## src/rtl/cmix_pkg.sv

```systemverilog
package cmix_pkg;
  typedef enum logic {
    MODE_COMPLEX = 1'b0,
    MODE_HS      = 1'b1
  } cmix_mode_e;

  localparam int NPROD = 4;
  localparam int P_IE  = 0;
  localparam int P_QE  = 1;
  localparam int P_IO  = 2;
  localparam int P_QO  = 3;
endpackage

```

## src/rtl/cmix_sat_add.sv

```systemverilog
module cmix_sat_add #(
  parameter int W   = 12,
  parameter bit SUB = 1'b0
) (
  input  logic signed [W-1:0] a_i,
  input  logic signed [W-1:0] b_i,
  output logic signed [W-1:0] y_o
);
  localparam logic signed [W:0] MAXV = {2'b00, {(W-1){1'b1}}};
  localparam logic signed [W:0] MINV = {2'b11, {(W-1){1'b0}}};

  logic signed [W:0] full;

  generate
    if (SUB) begin : g_sub
      assign full = {a_i[W-1], a_i} - {b_i[W-1], b_i};
    end else begin : g_add
      assign full = {a_i[W-1], a_i} + {b_i[W-1], b_i};
    end
  endgenerate

  always_comb begin
    if (full > MAXV)      y_o = MAXV[W-1:0];
    else if (full < MINV) y_o = MINV[W-1:0];
    else                  y_o = full[W-1:0];
  end
endmodule

```

## src/rtl/cmix_prod_round.sv

```systemverilog
module cmix_prod_round #(
  parameter int DW = 12,
  parameter int CW = 12
) (
  input  logic                 clk_i,
  input  logic                 rst_ni,
  input  logic                 en_i,
  input  logic                 rnd_en_i,
  input  logic signed [DW-1:0] x_i,
  input  logic signed [CW-1:0] c_i,
  output logic signed [DW-1:0] p_o
);
  localparam int PW     = DW + CW;
  localparam int SH     = CW - 1;
  localparam int HALF_I = 1 << (SH - 1);
  localparam logic [SH-1:0] HALF = {1'b1, {(SH-1){1'b0}}};
  localparam logic signed [DW+1:0] MAXV = {3'b000, {(DW-1){1'b1}}};
  localparam logic signed [DW+1:0] MINV = {3'b111, {(DW-1){1'b0}}};

  logic signed [PW-1:0]   full;
  logic signed [DW:0]     q;
  logic        [SH-1:0]   frac;
  logic                   up;
  logic signed [DW+1:0]   qr;
  logic                   sat;
  logic signed [DW-1:0]   p_d;
  logic signed [PW+1:0]   diff;

  always_comb begin
    full = x_i * c_i;
    q    = full[PW-1:SH];
    frac = full[SH-1:0];
    // exact half goes to the even neighbour
    up   = rnd_en_i && ((frac > HALF) || ((frac == HALF) && q[0]));
    qr   = {q[DW], q} + {{(DW+1){1'b0}}, up};
    sat  = (qr > MAXV) || (qr < MINV);
    if (qr > MAXV)      p_d = MAXV[DW-1:0];
    else if (qr < MINV) p_d = MINV[DW-1:0];
    else                p_d = qr[DW-1:0];
    diff = {{2{full[PW-1]}}, full} - {qr[DW+1], qr, {SH{1'b0}}};
  end

  always_ff @(posedge clk_i or negedge rst_ni) begin
    if (!rst_ni)   p_o <= '0;
    else if (en_i) p_o <= p_d;
  end

  AST_ROUND_BOUND: assert property (@(posedge clk_i) disable iff (!rst_ni)
    (en_i && rnd_en_i && !sat) |-> (diff >= -HALF_I && diff <= HALF_I));
  AST_TRUNC_BOUND: assert property (@(posedge clk_i) disable iff (!rst_ni)
    (en_i && !rnd_en_i && !sat) |-> (diff >= 0 && diff < 2 * HALF_I));
endmodule

```

## src/rtl/cmix_combine.sv

```systemverilog
module cmix_combine #(
  parameter int DW = 12
) (
  input  logic                 clk_i,
  input  logic                 rst_ni,
  input  logic                 en_i,
  input  logic                 add_clr_i,
  input  logic                 gain_en_i,
  input  logic signed [DW-1:0] pe_i [2],
  input  logic signed [DW-1:0] po_i [2],
  input  logic signed [DW-1:0] dco_i [2],
  output logic signed [DW-1:0] sym_o [2]
);
  localparam logic signed [DW-1:0] MAXV = {1'b0, {(DW-1){1'b1}}};

  logic signed [DW-1:0] sum   [2];
  logic signed [DW-1:0] sel   [2];
  logic signed [DW-1:0] dbl   [2];
  logic signed [DW-1:0] gnd   [2];
  logic signed [DW-1:0] out_c [2];

  for (genvar l = 0; l < 2; l++) begin : g_lane
    cmix_sat_add #(.W(DW), .SUB(1'b0)) u_sum (
      .a_i(pe_i[l]), .b_i(po_i[l]), .y_o(sum[l]));

    assign sel[l] = add_clr_i ? pe_i[l] : sum[l];

    cmix_sat_add #(.W(DW), .SUB(1'b0)) u_dbl (
      .a_i(sel[l]), .b_i(sel[l]), .y_o(dbl[l]));

    assign gnd[l] = gain_en_i ? dbl[l] : sel[l];

    cmix_sat_add #(.W(DW), .SUB(1'b0)) u_dco (
      .a_i(gnd[l]), .b_i(dco_i[l]), .y_o(out_c[l]));

    always_ff @(posedge clk_i or negedge rst_ni) begin
      if (!rst_ni)   sym_o[l] <= '0;
      else if (en_i) sym_o[l] <= out_c[l];
    end

    AST_CLEAR_PASS: assert property (@(posedge clk_i) disable iff (!rst_ni)
      (en_i && add_clr_i && !gain_en_i && dco_i[l] == '0) |-> (out_c[l] == pe_i[l]));
    AST_GAIN_EVEN: assert property (@(posedge clk_i) disable iff (!rst_ni)
      (en_i && gain_en_i && dco_i[l] == '0) |-> (!out_c[l][0] || out_c[l] == MAXV));
  end
endmodule

```

## src/rtl/cmix_datapath.sv

```systemverilog
module cmix_datapath
  import cmix_pkg::*;
#(
  parameter int DW = 12,
  parameter int CW = 12
) (
  input  logic                 clk_i,
  input  logic                 rst_ni,
  input  logic                 valid_i,
  input  logic signed [DW-1:0] xi_i,
  input  logic signed [DW-1:0] xq_i,
  input  logic signed [CW-1:0] cos_a_i,
  input  logic signed [CW-1:0] sin_a_i,
  input  logic signed [CW-1:0] cos_b_i,
  input  logic signed [CW-1:0] sin_b_i,
  input  logic                 hs_mode_i,
  input  logic                 rnd_en_i,
  input  logic                 gain_en_i,
  input  logic                 add_clr_i,
  input  logic signed [DW-1:0] dci_in_i,
  input  logic signed [DW-1:0] dcq_in_i,
  input  logic signed [DW-1:0] dci_out_i,
  input  logic signed [DW-1:0] dcq_out_i,
  output logic                 valid_o,
  output logic signed [DW-1:0] prod_ie_o,
  output logic signed [DW-1:0] prod_qe_o,
  output logic signed [DW-1:0] prod_io_o,
  output logic signed [DW-1:0] prod_qo_o,
  output logic signed [DW-1:0] sym_i_o,
  output logic signed [DW-1:0] sym_q_o
);
  localparam int LAT = 3;

  cmix_mode_e mode;
  assign mode = cmix_mode_e'(hs_mode_i);

  logic [LAT-1:0] vld_q;

  logic signed [DW-1:0] xi_c, xq_c, xi_s1, xq_s1;
  logic signed [CW-1:0] sin_neg, cb_c, sb_c;
  logic signed [CW-1:0] ca_s1, sa_s1, cb_s1, sb_s1;

  logic signed [DW-1:0] px   [NPROD];
  logic signed [CW-1:0] pc   [NPROD];
  logic signed [DW-1:0] prod [NPROD];
  logic signed [DW-1:0] prod_q [NPROD];

  logic signed [DW-1:0] pe  [2];
  logic signed [DW-1:0] po  [2];
  logic signed [DW-1:0] dco [2];
  logic signed [DW-1:0] sym [2];

  // stage 1: input DC correction and coefficient selection
  cmix_sat_add #(.W(DW), .SUB(1'b0)) u_dci (.a_i(xi_i), .b_i(dci_in_i), .y_o(xi_c));
  cmix_sat_add #(.W(DW), .SUB(1'b0)) u_dcq (.a_i(xq_i), .b_i(dcq_in_i), .y_o(xq_c));
  cmix_sat_add #(.W(CW), .SUB(1'b1)) u_neg (.a_i('0), .b_i(sin_a_i), .y_o(sin_neg));

  always_comb begin
    if (mode == MODE_HS) begin
      cb_c = cos_b_i;
      sb_c = sin_b_i;
    end else begin
      cb_c = cos_a_i;
      sb_c = sin_neg;
    end
  end

  always_ff @(posedge clk_i or negedge rst_ni) begin
    if (!rst_ni) begin
      xi_s1 <= '0; xq_s1 <= '0;
      ca_s1 <= '0; sa_s1 <= '0; cb_s1 <= '0; sb_s1 <= '0;
    end else if (valid_i) begin
      xi_s1 <= xi_c;    xq_s1 <= xq_c;
      ca_s1 <= cos_a_i; sa_s1 <= sin_a_i;
      cb_s1 <= cb_c;    sb_s1 <= sb_c;
    end
  end

  always_ff @(posedge clk_i or negedge rst_ni) begin
    if (!rst_ni) vld_q <= '0;
    else         vld_q <= {vld_q[LAT-2:0], valid_i};
  end

  // stage 2: multiply and reduce
  assign px[P_IE] = xi_s1; assign pc[P_IE] = ca_s1;
  assign px[P_QE] = xi_s1; assign pc[P_QE] = sa_s1;
  assign px[P_IO] = xq_s1; assign pc[P_IO] = sb_s1;
  assign px[P_QO] = xq_s1; assign pc[P_QO] = cb_s1;

  for (genvar k = 0; k < NPROD; k++) begin : g_prod
    cmix_prod_round #(.DW(DW), .CW(CW)) u_mul (
      .clk_i(clk_i), .rst_ni(rst_ni), .en_i(vld_q[0]), .rnd_en_i(rnd_en_i),
      .x_i(px[k]), .c_i(pc[k]), .p_o(prod[k]));

    // stage 3: align products with symbol outputs
    always_ff @(posedge clk_i or negedge rst_ni) begin
      if (!rst_ni)       prod_q[k] <= '0;
      else if (vld_q[1]) prod_q[k] <= prod[k];
    end
  end

  assign pe[0] = prod[P_IE]; assign po[0] = prod[P_IO]; assign dco[0] = dci_out_i;
  assign pe[1] = prod[P_QE]; assign po[1] = prod[P_QO]; assign dco[1] = dcq_out_i;

  cmix_combine #(.DW(DW)) u_comb (
    .clk_i(clk_i), .rst_ni(rst_ni), .en_i(vld_q[1]),
    .add_clr_i(add_clr_i), .gain_en_i(gain_en_i),
    .pe_i(pe), .po_i(po), .dco_i(dco), .sym_o(sym));

  assign valid_o   = vld_q[LAT-1];
  assign prod_ie_o = prod_q[P_IE];
  assign prod_qe_o = prod_q[P_QE];
  assign prod_io_o = prod_q[P_IO];
  assign prod_qo_o = prod_q[P_QO];
  assign sym_i_o   = sym[0];
  assign sym_q_o   = sym[1];

  AST_VALID_LAT: assert property (@(posedge clk_i) disable iff (!rst_ni)
    valid_o |-> $past(valid_i, 3));
  AST_HOLD_IDLE: assert property (@(posedge clk_i) disable iff (!rst_ni)
    !vld_q[1] |=> $stable(sym_i_o) && $stable(sym_q_o));
endmodule

```

## config.mk

```make
export PLATFORM = sky130hd
export DESIGN_NAME = cmix_datapath
export DESIGN_NICKNAME = d
export VERILOG_FILES = /design/src/rtl/cmix_pkg.sv /design/src/rtl/cmix_sat_add.sv /design/src/rtl/cmix_prod_round.sv /design/src/rtl/cmix_combine.sv /design/src/rtl/cmix_datapath.sv
export SDC_FILE = /design/constraint.sdc
export NUM_CORES = 2
export LEC_CHECK = 0
export ABC_AREA = 0
export CORE_MARGIN = 2
export CORE_UTILIZATION = 50
export DETAILED_ROUTE_END_ITERATION = 16
export DONT_BUFFER_PORTS = 1
export PLACE_DENSITY = 0.64
export SLEW_MARGIN = 10
export SYNTH_ARGS = -nofsm -noshare
export SYNTH_HDL_FRONTEND = slang
export SYNTH_SLANG_ARGS = --single-unit
export TNS_END_PERCENT = 1
```

## constraint.sdc

```tcl
create_clock -name clk_i -period 6.3 [get_ports clk_i]
set_input_delay 1.575 -clock clk_i [delete_from_list [all_inputs] [get_ports clk_i]]
set_output_delay 1.575 -clock clk_i [all_outputs]
set_load 0.03 [all_outputs]
```

## Word level (Yosys, flattened, before mapping)

Cells that the tools add are included.
Widths: inputs -> output; s select.

| storage, ports and cells | value |
|---|---|
| word-level logic and storage cells | 112 |
| output and inout bits | 73 |
| bits in registers | 195 |
| input bits | 127 |

| operators by class | value |
|---|---|
| muxes and demuxes | 32 |
| multipliers | 4 |
| reductions and logical operators | 12 |
| order comparisons | 30 |
| add/sub/neg operators | 13 |
| equality and inequality tests | 4 |

Operators with widths:

| operator | count |
|---|---|
| $mux 12 | 32 |
| $gt 13x12->1 const B | 9 |
| $lt 13x12->1 const B | 9 |
| $add 12x12->13 | 8 |
| $mul 12x12->24 | 4 |
| $add 13x2->14 | 4 |
| $gt 14x12->1 const B | 4 |
| $lt 14x12->1 const B | 4 |
| $eq 11x11->1 const B | 4 |
| $gt 11x11->1 const B | 4 |
| $sub 1x12->13 const A | 1 |
| $logic_and 1x1->1 | 8 |
| $logic_or 1x1->1 | 4 |

## Logic depth before layout (Yosys ltp)

| depth | value |
|---|---|
| word-level depth | 14 |
| gate-level depth with buffers | 30 |
| mapped depth without buffers | 28 |

## By module

A second synthesis with hierarchy kept.

| unflattened totals | value |
|---|---|
| cell total of the unflattened synthesis | 4297 |
| area total of the unflattened synthesis | 39062.5 µm² |

By module, submodules not included:

| module | instances | cells each | area each (µm²) | sequential area each (µm²) |
|---|---|---|---|---|
| cmix_prod_round at g_prod[1].u_mul | 1 | 777 | 6737.7 | 300.3 |
| cmix_prod_round at g_prod[3].u_mul | 1 | 771 | 6658.9 | 300.3 |
| cmix_prod_round at g_prod[2].u_mul | 1 | 738 | 6454.9 | 300.3 |
| cmix_prod_round at g_prod[0].u_mul | 1 | 724 | 6353.6 | 300.3 |
| cmix_sat_add at u_comb.g_lane[0].u_dbl ... | 8 | 96 | 706.9 | 0.0 |
| cmix_datapath | 1 | 311 | 4864.7 | 3078.0 |
| cmix_combine | 1 | 105 | 1565.3 | 600.6 |
| cmix_sat_add at u_neg | 1 | 103 | 772.0 | 0.0 |

## Worst setup path before layout

No wires, ideal clock.

| path | value |
|---|---|
| kind | register -> register |
| start | reg xq_s1[11] |
| end | reg g_prod[2].u_mul.p_o[6] |
| data arrival time | 6.575 ns |
| stages on the path, launching flop included | 26 |
| buffers on the path | 3 |
| period minus slack after synthesis | 6.695 ns |
| path slack | -0.395 ns |
| data required time | 6.180 ns |
| setup time | 0.120 ns |
| cell sequence | dfrtp_1 > clkbuf_1 > clkbuf_1 > nand2_1 > inv_1 > fa_1 > inv_1 > fa_1 > fa_1 > inv_1 > fa_1 > inv_1 > fa_1 > inv_1 > ha_1 > a21o_1 > or4_2 > o22ai_1 > xnor2_1 > o21ai_0 > or4_4 > nor4b_2 > mux2i_1 > o221ai_1 > buf_4 > o22a_2 |

| on the way | value |
|---|---|
| cells in the longest elaborated chain, start to end | 8 |
| elaborated cells on any way between the ends | 9 |
| classes of those cells | add/sub: 1; mul: 1; order compare: 2; mux: 2; reduce/logical: 3 |

Ends and longest elaborated chain:

| element | RTL line | source |
|---|---|---|
| start: declaration | cmix_datapath.sv:39 | `logic signed [DW-1:0] xi_c, xq_c, xi_s1, xq_s1;` |
| start signal: assignment | cmix_datapath.sv:73 | `xi_s1 <= xi_c; xq_s1 <= xq_c;` |
| $mul 12x12->24 * | cmix_prod_round.sv:30 | `full = x_i * c_i;` |
| $logic_and 1x1->1 | cmix_prod_round.sv:34 | `up = rnd_en_i && ((frac > HALF) \|\| ((frac == HALF) && q[0]));` |
| $logic_or 1x1->1 | cmix_prod_round.sv:34 |  |
| $logic_and 1x1->1 | cmix_prod_round.sv:34 |  |
| $add 13x2->14 * | cmix_prod_round.sv:35 | `qr = {q[DW], q} + {{(DW+1){1'b0}}, up};` |
| $lt 14x12->1 | n/a |  |
| $mux 12 | cmix_prod_round.sv:38 | `else if (qr < MINV) p_d = MINV[DW-1:0];` |
| $mux 12 * | cmix_prod_round.sv:37 | `if (qr > MAXV) p_d = MAXV[DW-1:0];` |
| end signal: assignment | cmix_prod_round.sv:45 | `else if (en_i) p_o <= p_d;` |
| end: declaration | cmix_prod_round.sv:11 | `output logic signed [DW-1:0] p_o` |

Every way passes the cells marked *; elsewhere a longest branch is shown, timed or not.
A chain may end at the register's enable or synchronous reset.

## Worst setup path after layout

| path | value |
|---|---|
| start | reg sb_s1[2] |
| end | reg g_prod[2].u_mul.p_o[1] |

| on the way | value |
|---|---|
| cells in the longest elaborated chain, start to end | 9 |
| elaborated cells on any way between the ends | 11 |
| classes of those cells | add/sub: 1; mul: 1; order compare: 3; eq/ne: 1; mux: 2; reduce/logical: 3 |

Ends and longest elaborated chain:

| element | RTL line | source |
|---|---|---|
| start: declaration | cmix_datapath.sv:41 | `logic signed [CW-1:0] ca_s1, sa_s1, cb_s1, sb_s1;` |
| start signal: assignment | cmix_datapath.sv:71 | `ca_s1 <= '0; sa_s1 <= '0; cb_s1 <= '0; sb_s1 <= '0;` |
| start signal: assignment | cmix_datapath.sv:75 | `cb_s1 <= cb_c; sb_s1 <= sb_c;` |
| $mul 12x12->24 * | cmix_prod_round.sv:30 |  |
| branches (longest 4 deep; another with $gt 11x11->1) | n/a |  |
| $add 13x2->14 * | cmix_prod_round.sv:35 |  |
| $lt 14x12->1 | n/a |  |
| $mux 12 | cmix_prod_round.sv:38 |  |
| $mux 12 * | cmix_prod_round.sv:37 |  |

Mark *: on every way between the ends.

==> flow_metrics.tcl <==
set metrics [dict create \
    outcome "complete, but fails checks" \
    violations "setup timing" \
    holdBufCountCts 0 \
    grt_pass1_wl_mm 153 \
    dr_total_vias 28500 \
    synth-async-reset-ratio 1.00 \
    yosysMostFrequentCell "inv_1" \
    syn_area_um2 35500 \
    grt_max_degree 196 \
    fin_crit_sh 1.02 \
    gp_congestion 0.893 \
    synth.distinct_cells 96 \
    syn_inst 3980 \
    slew_viol_final 0 \
    cts_made_buffers 17 \
    tns_ps -1910 \
    synth_xor_xnor_area_share 0.0406 \
    synth-seq-cells 195 \
    area_delta_synth_final_pct 18.6 \
    synth-edff-count 0 \
    hold_viol_final 0 \
    synth_top_area_share 0.315 \
    syn_nets 4957 \
    cts_tree "yes" \
    start_kind "flip-flop" \
    drive_above_1_share 0.212 \
    crit_type "reg2reg" \
    synth_compound_area_frac 0.114 \
    setup_viol 28 \
    drv_cap 0 \
    relSlewSlack 0.234 \
    initial_core_util 0.506 \
    hp-class "reg2reg" \
    clock_path_buffers 2 \
    clock_latency_ps 510 \
    ys_seq_area_frac 0.137 \
    track_usage 0.261 \
    drt_wl_total_mm 95.0 \
    cts.clk_slew.worst_paths_ps 90 \
    synth_area_leader_cell "fa_1" \
    nets 5354 \
    die_y_um 271 \
    ys.flop_type "dfrtp_1" \
    worstPathArrival_ps 6810 \
    yosys.area_share.simple 0.151 \
    worstMarginPinSlew_ps 1120 \
    port_buffers 0 \
    syn_area_per_cell_um2 8.92 \
    cp.required_ps 6680 \
    row_count 97 \
    fmax_ghz 0.155 \
    synth_mux_area_frac 0.0377 \
    die_w_um 271 \
    rsz0062_at_grt "true" \
    end_kind "flip-flop" \
    diodes 0 \
    ys_warn_count 0 \
    cts-root-buf "clkbuf_16" \
    synthAdderAreaFrac 0.422 \
    drc 0 \
    dr.pass1.iters 5 \
    grt-ovfl-total 0 \
    ios 200 \
    cts.sinks 195 \
    fin_ws_ps -132 \
    antenna_found_initial 2 \
    avgViaCountPerCell 5.34 \
    grt_pass1_vias 29100 \
    synth_common_cells "inv_1 (748), fa_1 (558), nand2_1 (466), ha_1 (292), nor2_1 (216)" \
    core_area_um2 70100 \
    cp_max_fo 6 \
    postRouteAntennaNets 0 \
    dr.first_iter.drc_count 1825 \
    yosys-top-cells-area "fa_1 (31%), dfrtp_1 (14%), ha_1 (10%)" \
    period_needed_ps 6430 \
    htree_levels 4 \
    wl_per_cell_um 17.8 \
    dpl.hpwl_mm 79.0 \
    die_area_um2 73200 \
    synth_top_family_by_area "adder cells" \
    finClkSkew_ps 27.1 \
]
## timing repair
action / 4_1_cts / 5_1_grt
pin swaps: 73 / 94
buffers inserted: 36 / 17
setup endpoints to repair: 47 / 71
gates resized for setup: 143 / 152
cloned: 2 / 4
## final cells by class
| type | instances | area [µm²] |
|---|---|---|
| Clock buffer | 17 | 425 |
| Clock inverter | 15 | 176 |
| Fill cell | 6225 | 28000 |
| Inverter | 752 | 2820 |
| Multi-Input combinational cell | 2872 | 28200 |
| Sequential cell | 195 | 4930 |
| Tap cell | 940 | 1180 |
| Timing Repair Buffer | 539 | 4430 |
## cell usage in the layout, fill, tap and decap left out, drive strengths merged, types with 121 or more instances in the layout
cell / synthesis / final
a21oi: 160 / 160
buf: 16 / 537
fa: 558 / 558
and2: 180 / 180
ha: 292 / 292
nand2: 466 / 466
inv: 748 / 756
nor2: 216 / 216
xnor2: 121 / 121
dfrtp: 195 / 195
## critical path: stages, from the launching register on
cell      delay (ps)
dfrtp_2          430
buf_6            130
and2_4           150
fa_1             480
inv_2             40
fa_2             440
fa_1             530
inv_2             60
fa_1             530
inv_1             50
fa_1             470
inv_1             50
ha_2             170
a21o_1           200
or3_4            330
o2111a_1         280
a311o_1          320
or4_4            550
nor4b_4          320
mux2i_1          270
o221ai_2         150
buf_6            200
o22a_1           150
## metal layers
| layer | vias to the layer above | track usage | wire length (µm) |
|---|---|---|---|
| met5 | - | 0 | 0 |
| met4 | 0 | 0.0670 | 2220 |
| met3 | 121 | 0.0519 | 6420 |
| met2 | 805 | 0.414 | 43100 |
| met1 | 14000 | 0.367 | 43200 |
| li1 | 13500 | - | - |
## path summary, 6_finish.rpt
check / to / slack [ps] / cells past startpoint / startpoint
setup reg to reg: g_prod[2].u_mul.p_o[1]$_DFFE_PN0P_ / -130 / 22 / sb_s1[2]$_DFFE_PN0P_
hold / removal: sb_s1[2]$_DFFE_PN0P_ / 560 / 1 / sb_s1[2]$_DFFE_PN0P_
setup / recovery: g_prod[2].u_mul.p_o[1]$_DFFE_PN0P_ / -130 / 22 / sb_s1[2]$_DFFE_PN0P_
hold reg to reg: sb_s1[2]$_DFFE_PN0P_ / 560 / 1 / sb_s1[2]$_DFFE_PN0P_
min in group asynchronous: u_comb.sym_o[17]$_DFFE_PN0P_ / 750 / 0 / rst_ni
max in group asynchronous: cb_s1[3]$_DFFE_PN0P_ / 5030 / 0 / rst_ni
## state kept, by name, summed over array words and instances (netlist names)
name and cells:
ca_s1 12, cb_s1 12, g_prod.u_mul.p_o 48, prod_ie_o 12, prod_io_o 12, prod_qe_o 12, prod_qo_o 12, sa_s1 12
sb_s1 12, u_comb.sym_o 24, vld_q 3, xi_s1 12, xq_s1 12
## metrics by stage
| stage | instance area (µm²) | cells | utilization | hold slack [ps] | worst slack (ps) |
|---|---|---|---|---|---|
| final | 42100 | 5330 | 0.600 | 562 | -132 |
| after global routing | 42100 | 5330 | 0.600 | 595 | -302 |
| after CTS | 41300 | 5309 | 0.589 | 551 | -79.8 |
| after detailed placement | 39900 | 5240 | 0.568 | 555 | -329 |
| after global placement | 39900 | 5240 | 0.568 | 546 | -236 |
| after floorplan | 35600 | 3980 | - | 352 | -47.1 |
## logic make-up (layout without fill, tap and decap cells)
| group | Yosys count | in the layout |
|---|---|---|
| AOI/OAI and AO/OA | 596 | 596 |
| muxes | 122 | 122 |
| DFF | 195 | 195 |
| xor gates and xnor gates | 163 | 163 |
| buffers and inverters | 913 | 1323 |
| and+or+nand+nor | 1126 | 1126 |
| adders and majority gates | 865 | 865 |
Power is not shown: default switching activity piles up to over one toggle a cycle in this logic, so the estimate is an artifact.
